<file path="config.mk">
export PLATFORM = sky130hd
export DESIGN_NAME = dphy_hs_seq
export DESIGN_NICKNAME = d
export VERILOG_FILES = /design/src/rtl/dphy_seq_pkg.sv /design/src/rtl/dphy_field_unpack.sv /design/src/rtl/dphy_compliance.sv /design/src/rtl/dphy_hs_seq.sv
export SDC_FILE = /design/constraint.sdc
export NUM_CORES = 1
export LEC_CHECK = 0
export BUFFER_PORTS_ARGS = -buffer_cell sky130_fd_sc_hd__buf_2
export CORE_MARGIN = 5
export CORE_UTILIZATION = 55
export CTS_BUF_LIST = sky130_fd_sc_hd__clkbuf_4 sky130_fd_sc_hd__clkbuf_8 sky130_fd_sc_hd__clkbuf_16
export DETAILED_ROUTE_END_ITERATION = 10
export PLACE_DENSITY = 0.81
export SLEW_MARGIN = 20
export SYNTH_ARGS = -nofsm -noshare
export SYNTH_HDL_FRONTEND = slang
export SYNTH_HIERARCHICAL = 1
export SYNTH_SLANG_ARGS = --single-unit
</file>
<file path="constraint.sdc">
create_clock -name clk -period 4 [get_ports clk]
set_clock_uncertainty 0.2 [all_clocks]
set_input_delay 0.4 -clock clk [delete_from_list [all_inputs] [get_ports clk]]
set_output_delay 0.4 -clock clk [all_outputs]
set_load 0.01 [all_outputs]
</file>
<file path="src/rtl/dphy_seq_pkg.sv">
package dphy_seq_pkg;
  localparam int FIELD_W = 8;
  localparam int NUM_RULES = 6;

  typedef enum logic [2:0] {
    LN_LP11    = 3'd0,
    LN_LP01    = 3'd1,
    LN_LP00    = 3'd2,
    LN_HSZERO  = 3'd3,
    LN_HSDATA  = 3'd4,
    LN_HSTRAIL = 3'd5
  } lane_e;

  typedef enum logic [2:0] {
    ST_IDLE, ST_LPX, ST_PREP, ST_ZERO, ST_DATA, ST_TRAIL, ST_EXIT
  } seq_e;

  typedef struct packed {
    logic [FIELD_W-1:0] lpx;
    logic [FIELD_W-1:0] exit_t;
    logic [FIELD_W-1:0] prep;
    logic [FIELD_W-1:0] zero;
    logic [FIELD_W-1:0] trail;
  } phase_t;
endpackage

</file>
<file path="src/rtl/dphy_field_unpack.sv">
module dphy_field_unpack
  import dphy_seq_pkg::*;
(
  input  logic [2*FIELD_W-1:0] tim0,
  input  logic [3*FIELD_W-1:0] tim2,
  output phase_t               eff
);
  localparam int NF = 5;
  logic [FIELD_W-1:0] raw [NF];
  logic [FIELD_W-1:0] fix [NF];

  assign raw[0] = tim0[2*FIELD_W-1:FIELD_W];
  assign raw[1] = tim0[FIELD_W-1:0];
  assign raw[2] = tim2[FIELD_W-1:0];
  assign raw[3] = tim2[2*FIELD_W-1:FIELD_W];
  assign raw[4] = tim2[3*FIELD_W-1:2*FIELD_W];

  // zero count is lifted to one period so no phase vanishes
  for (genvar g = 0; g < NF; g++) begin : g_clamp
    assign fix[g] = (raw[g] == '0) ? FIELD_W'(1) : raw[g];
  end

  assign eff.lpx    = fix[0];
  assign eff.exit_t = fix[1];
  assign eff.prep   = fix[2];
  assign eff.zero   = fix[3];
  assign eff.trail  = fix[4];
endmodule

</file>
<file path="src/rtl/dphy_compliance.sv">
module dphy_compliance
  import dphy_seq_pkg::*;
(
  input  phase_t             eff,
  input  logic [FIELD_W-1:0] min_lpx,
  input  logic [FIELD_W-1:0] min_exit,
  input  logic [FIELD_W-1:0] min_prep_lo,
  input  logic [FIELD_W-1:0] min_prep_hi,
  input  logic [FIELD_W:0]   min_prep_zero,
  input  logic [FIELD_W-1:0] min_trail,
  output logic [NUM_RULES-1:0] viol
);
  logic [FIELD_W:0] prep_zero;

  always_comb begin
    prep_zero = {1'b0, eff.prep} + {1'b0, eff.zero};
    viol[0]   = eff.lpx    < min_lpx;
    viol[1]   = eff.exit_t < min_exit;
    viol[2]   = eff.prep   < min_prep_lo;
    viol[3]   = eff.prep   > min_prep_hi;
    viol[4]   = prep_zero  < min_prep_zero;
    viol[5]   = eff.trail  < min_trail;
  end
endmodule

</file>
<file path="src/rtl/dphy_hs_seq.sv">
module dphy_hs_seq
  import dphy_seq_pkg::*;
(
  input  logic                 clk,
  input  logic                 rst_n,
  input  logic                 tx_req,
  input  logic                 frame_done,
  input  logic [15:0]          tim0,
  input  logic [23:0]          tim2,
  input  logic [7:0]           min_lpx,
  input  logic [7:0]           min_exit,
  input  logic [7:0]           min_prep_lo,
  input  logic [7:0]           min_prep_hi,
  input  logic [8:0]           min_prep_zero,
  input  logic [7:0]           min_trail,
  output logic [2:0]           lane_state,
  output logic                 hs_ready,
  output logic                 busy,
  output logic [5:0]           viol
);
  localparam int SYNC_STAGES = 2;

  // reset: asserted at once, released through a short flop chain
  logic [SYNC_STAGES-1:0] rst_sync;
  logic                   rst_i_n;

  always_ff @(posedge clk or negedge rst_n) begin
    if (!rst_n) rst_sync <= '0;
    else        rst_sync <= {rst_sync[SYNC_STAGES-2:0], 1'b1};
  end
  assign rst_i_n = rst_sync[SYNC_STAGES-1];

  phase_t live_eff;
  phase_t shadow_q;

  dphy_field_unpack u_unpack (
    .tim0 (tim0),
    .tim2 (tim2),
    .eff  (live_eff)
  );

  dphy_compliance u_check (
    .eff           (live_eff),
    .min_lpx       (min_lpx),
    .min_exit      (min_exit),
    .min_prep_lo   (min_prep_lo),
    .min_prep_hi   (min_prep_hi),
    .min_prep_zero (min_prep_zero),
    .min_trail     (min_trail),
    .viol          (viol)
  );

  seq_e               state_q, state_d;
  logic [FIELD_W-1:0] cnt_q, cnt_d;
  logic               shadow_en;
  logic               rdy_q, rdy_d;

  // next-state process
  always_comb begin
    state_d   = state_q;
    cnt_d     = cnt_q;
    shadow_en = 1'b0;
    rdy_d     = 1'b0;
    unique case (state_q)
      ST_IDLE: if (tx_req) begin
        shadow_en = 1'b1;
        state_d   = ST_LPX;
        cnt_d     = live_eff.lpx - FIELD_W'(1);
      end
      ST_LPX: if (cnt_q == '0) begin
        state_d = ST_PREP;
        cnt_d   = shadow_q.prep - FIELD_W'(1);
      end else cnt_d = cnt_q - FIELD_W'(1);
      ST_PREP: if (cnt_q == '0) begin
        state_d = ST_ZERO;
        cnt_d   = shadow_q.zero - FIELD_W'(1);
      end else cnt_d = cnt_q - FIELD_W'(1);
      ST_ZERO: if (cnt_q == '0) begin
        state_d = ST_DATA;
        rdy_d   = 1'b1;
      end else cnt_d = cnt_q - FIELD_W'(1);
      ST_DATA: if (frame_done) begin
        state_d = ST_TRAIL;
        cnt_d   = shadow_q.trail - FIELD_W'(1);
      end
      ST_TRAIL: if (cnt_q == '0) begin
        state_d = ST_EXIT;
        cnt_d   = shadow_q.exit_t - FIELD_W'(1);
      end else cnt_d = cnt_q - FIELD_W'(1);
      ST_EXIT: if (cnt_q == '0) state_d = ST_IDLE;
               else cnt_d = cnt_q - FIELD_W'(1);
      default: state_d = ST_IDLE;
    endcase
  end

  // register process
  always_ff @(posedge clk or negedge rst_i_n) begin
    if (!rst_i_n) begin
      state_q <= ST_IDLE;
      cnt_q   <= '0;
      rdy_q   <= 1'b0;
    end else begin
      state_q <= state_d;
      cnt_q   <= cnt_d;
      rdy_q   <= rdy_d;
    end
  end

  always_ff @(posedge clk or negedge rst_i_n) begin
    if (!rst_i_n)       shadow_q <= '0;
    else if (shadow_en) shadow_q <= live_eff;
  end

  // lane encoding
  always_comb begin
    unique case (state_q)
      ST_LPX:   lane_state = LN_LP01;
      ST_PREP:  lane_state = LN_LP00;
      ST_ZERO:  lane_state = LN_HSZERO;
      ST_DATA:  lane_state = LN_HSDATA;
      ST_TRAIL: lane_state = LN_HSTRAIL;
      default:  lane_state = LN_LP11;
    endcase
  end

  assign busy     = (state_q != ST_IDLE);
  assign hs_ready = rdy_q;


  hs_ready_pulse_chk: assert property (@(posedge clk) disable iff (!rst_i_n)
    hs_ready |=> !hs_ready);


  hs_ready_place_chk: assert property (@(posedge clk) disable iff (!rst_i_n)
    hs_ready |-> (lane_state == LN_HSDATA) && ($past(lane_state) == LN_HSZERO));


  lp01_entry_chk: assert property (@(posedge clk) disable iff (!rst_i_n)
    (lane_state == LN_LP01) |->
      ($past(lane_state) == LN_LP11 || $past(lane_state) == LN_LP01));


  data_leave_chk: assert property (@(posedge clk) disable iff (!rst_i_n)
    ($past(lane_state) == LN_HSDATA && lane_state != LN_HSDATA) |-> $past(frame_done));


  trail_entry_chk: assert property (@(posedge clk) disable iff (!rst_i_n)
    (lane_state == LN_HSTRAIL) |->
      ($past(lane_state) == LN_HSDATA || $past(lane_state) == LN_HSTRAIL));


  busy_start_chk: assert property (@(posedge clk) disable iff (!rst_i_n)
    $rose(busy) |-> (lane_state == LN_LP01));
endmodule

</file>
==> summary by stage <==
Timing
The post-route clock period utilization is 92.4%. Setup violations remaining at the end of the flow were counted as 0. The slew at the pin closest to its max-slew limit is 0.770 ns.

The shortest clock period the worst path allows after layout is 3.70 ns. Adding up every negative setup slack in the final design gives 0 ns. The number of max-slew violations in the final report is 0. The hold violation total from the final report is 0. Setup repair after global routing left no endpoint under its margin.

The maximum frequency from static timing analysis is 0.271 GHz. The worst slew slack as a fraction of its limit is 48.6%.

GRT
The overall fraction of global-route tracks in use is 21.8%. For this run the aggregate overflow at the end of global routing stands at 0. The wire length of the first global-routing pass is 18.7 mm. The initial antenna violation count is 0.

Entering global routing, the biggest net connects 45 pins. The number of global-route vias before repair came to 4163.

Floorplan
Pin placement for this block handled 104 I/O pins. The overall die area is 0.0105 sq mm. The floorplan has 33 rows. The chip width is 103 microns. The initial core utilization is 56.7%.

Measured along the y axis, the die boundary spans 103 microns. The area of the core region is 0.00830 sq mm.

Route
The routed wirelength normalized by instance count is 15.2 microns. The count of unresolved DRC violations after routing is 0. The total via count in the routed design is 4126.

Summed over all layers, the routed wires come to 11.1 mm. The number of design-rule violations left by the first detailed-router iteration is 227. The count of nets left with antenna violations once routing finished came out at 0. The count of TritonRoute iterations in the first routing pass is 5. Dividing the detail-routed via count by the number of cells gives 5.65.

Finish
The area growth from synthesis to layout is 12.5%. The number of standard cells in the final layout excluding fillers is 730. The antenna diode instance count is 0.

At the end of the flow the core is filled with cells to 63.8%. The finished cells cover 0.00530 sq mm. For this run, the post-layout net count is 775. The fill cell instance count of the final layout is 668. Cells with a size suffix above 1 make up 26.6% of the layout.

Pwr
For this design the static power due to leakage is 0.00261 uW. The total power per unit cell area is 463 mW/mm^2. The power after layout is 2450 uW. VDD sags by at most 0.225 mV.

Clocking
The TritonCTS clock tree is built. The cell sitting at the root of the clock tree is a sky130_fd_sc_hd__clkbuf_8. For the worst-skew pair, the clock arrives at the later sink with an insertion delay of 0.30 ns. The clock-pin slew reported for the worst setup and hold paths after clock tree synthesis is 0.08 ns. The maximum level of the CTS H-tree is 2. The worst-case clock buffer depth is 2. The number of buffers created by CTS is 5. The post-CTS setup buffer count is 0. The tree built by TritonCTS fans out to 46 sinks.

Synth
When the netlist entered floorplanning its net count stood at 711. The Yosys step of the flow raised 6 warnings. The share of synthesized registers carrying an async set or reset is 100%. The post-synthesis area per instance is 8.41 sq um. The number of instances in the synthesized netlist is 560. Sequential cells were found to cover 24.4% of the synthesized design area. The number of enable flip-flop cells after synthesis is 0.

The most used flip-flop cell after synthesis is sky130_fd_sc_hd__dfrtp_1. The flop and latch count out of synthesis is 46. The cell area after synthesis is 0.00471 sq mm. The number of distinct standard cells referenced by the synthesized netlist is 63.

Run
The max-cap violation count is 0.

Placed design
Summed over all nets, the half-perimeter wirelength after detailed placement is 8.93 mm. Once placement completed, the tool counted placed cells totaling 721. The number of port buffers is 103. Routability-driven placement finished with a final weighted congestion of 0.939. After detailed placement, the total cell area comes to 0.00517 sq mm.

Critical path
In this run the critical register-to-register path is launched from cnt_q[0]. The worst setup path endpoint is viol[4]. At the worst endpoint, the arrival time is 3.10 ns. The worst reg2reg path depth is 7. The worst setup path is launched from an input port. The source of the critical timing path is tim2[4]. The category of the most critical setup path is input port to output pin. STA classifies the critical path endpoint as an output pin. The required time at the endpoint of the critical path is 3.40 ns. The top fanout value on the critical path is 5. Across all register-to-register paths, the minimum setup slack is 1.05 ns. The terminus of the critical flop-to-flop path is cnt_q[3].

Outcome
The run finished with clean final reports.

Worst hold path
The path class of the lowest-slack min-delay path is flip-flop to asynchronous set/reset pin.
## critical path, cell delays in order
cell                       delay [ns]
sky130_fd_sc_hd__buf_2           0.14
sky130_fd_sc_hd__nor4_2          0.27
sky130_fd_sc_hd__a21o_1          0.20
sky130_fd_sc_hd__ha_1            0.18
sky130_fd_sc_hd__inv_1           0.05
sky130_fd_sc_hd__fa_1            0.39
sky130_fd_sc_hd__nor2b_1         0.15
sky130_fd_sc_hd__o21ai_2         0.07
sky130_fd_sc_hd__nand2_1         0.08
sky130_fd_sc_hd__xor2_1          0.16
sky130_fd_sc_hd__ha_1            0.26
sky130_fd_sc_hd__a211oi_1        0.22
sky130_fd_sc_hd__o21ai_0         0.11
sky130_fd_sc_hd__a31oi_1         0.18
sky130_fd_sc_hd__o21a_1          0.12
sky130_fd_sc_hd__buf_2           0.12
## synthesized netlist by cell type (6+ instances only)
| master | n | area (sq um) |
|---|---|---|
| sky130_fd_sc_hd__a21o_1 | 13 | 97.6 |
| sky130_fd_sc_hd__inv_1 | 62 | 233 |
| sky130_fd_sc_hd__nor4_1 | 6 | 37.5 |
| sky130_fd_sc_hd__o21ai_0 | 33 | 165 |
| sky130_fd_sc_hd__clkbuf_1 | 44 | 165 |
| sky130_fd_sc_hd__nor3_1 | 18 | 90.1 |
| sky130_fd_sc_hd__xor2_1 | 14 | 123 |
| sky130_fd_sc_hd__ha_1 | 57 | 713 |
| sky130_fd_sc_hd__a21oi_1 | 26 | 130 |
| sky130_fd_sc_hd__nand2b_1 | 12 | 75.1 |
| sky130_fd_sc_hd__nand2_1 | 25 | 93.8 |
| sky130_fd_sc_hd__nor2b_1 | 7 | 43.8 |
| sky130_fd_sc_hd__mux2i_1 | 9 | 90.1 |
| sky130_fd_sc_hd__a31oi_1 | 6 | 37.5 |
| sky130_fd_sc_hd__nor2_1 | 23 | 86.3 |
| sky130_fd_sc_hd__o31ai_1 | 6 | 45.0 |
| sky130_fd_sc_hd__xnor2_1 | 18 | 158 |
| sky130_fd_sc_hd__mux2_2 | 27 | 304 |
| sky130_fd_sc_hd__nand3_1 | 12 | 60.1 |
| sky130_fd_sc_hd__dfrtp_1 | 46 | 1150 |
## layout by cell type (no fill, tap or decap), drive strengths merged, types with 8 or more instances in the layout
cell / n
buf: 108
xor2: 14
nor3: 19
inv: 62
nor4: 11
mux2i: 9
a21oi: 27
nand2b: 12
nand3: 12
mux2: 27
xnor2: 18
ha: 57
nand2: 25
o21ai: 35
a21o: 13
a211oi: 8
nor2: 23
dfrtp: 46
## per-layer routing
layer  track usage [%]  wire, microns  vias to the layer above
li1                  -              -                     2090
met1              27.1           4740                     1914
met2              39.6           5660                      112
met3              3.72            553                       10
met4              4.44            102                        0
met5                 0              0                        -
## state kept, by name, summed over array words and instances, names as in the netlist
signal	flops
rst_sync	2
state_q	3
cnt_q	8
hs_ready	1
shadow_q	32
## cell type report
cell class	count	area, sq um	share of cell area, %
Multi-Input combinational cell	400	3100	58.5
Clock buffer	6	76.3	1.44
Timing Repair Buffer	109	563	10.6
Inverter	62	233	4.39
Sequential cell	46	1150	21.8
Clock inverter	2	37.5	0.709
Tap cell	105	131	2.48
## kinds of logic (layout without fill, tap and decap cells)
group	after synthesis	count (layout)	share of synthesized area, %
AOI/OAI and AO/OA	130	130	18.7
adders and majority gates	58	58	15.6
DFF	46	46	24.4
buffers and inverters	114	179	9.70
xor gates and xnor gates	32	32	5.95
muxes	36	36	8.37
and+or+nand+nor	143	143	17.2
other	1	1	0.0796
## what timing repair did
action                                 4_1_cts  5_1_grt
hold buffers                                 1        0
endpoints found under the hold margin        2        0
gates resized for setup                      0        0
## where the power goes
part	leakage (uW)	switching [uW]	internal, uW	total, uW
sequential	0.000565	276	667	943
clock	0.0000548	159	193	353
combinational	0.00199	573	584	1160
## metrics by stage
step	hold slack (ns)	setup WS, ns
2_1_floorplan	-0.0956	0.704
3_5_place_dp	-0.0134	0.296
5_1_grt	0.161	0.114
3_3_place_gp	-0.0156	0.367
4_1_cts	0.151	0.297
6_report	0.127	0.304
## worst min-delay path by stage
stage,slack (ns),end,depth (start not counted),startpoint
5_1_grt,0.16,shadow_q[27],2,tim0[3]
3_5_place_dp,-0.01,rst_sync[0],1,rst_n
3_3_place_gp,-0.02,rst_sync[0],1,rst_n
2_1_floorplan,-0.1,rst_sync[0],0,rst_n
4_1_cts,0.15,shadow_q[25],3,tim0[1]
6_report,0.13,cnt_q[2],0,rst_sync[1]
(Power assumes the default switching activity.)
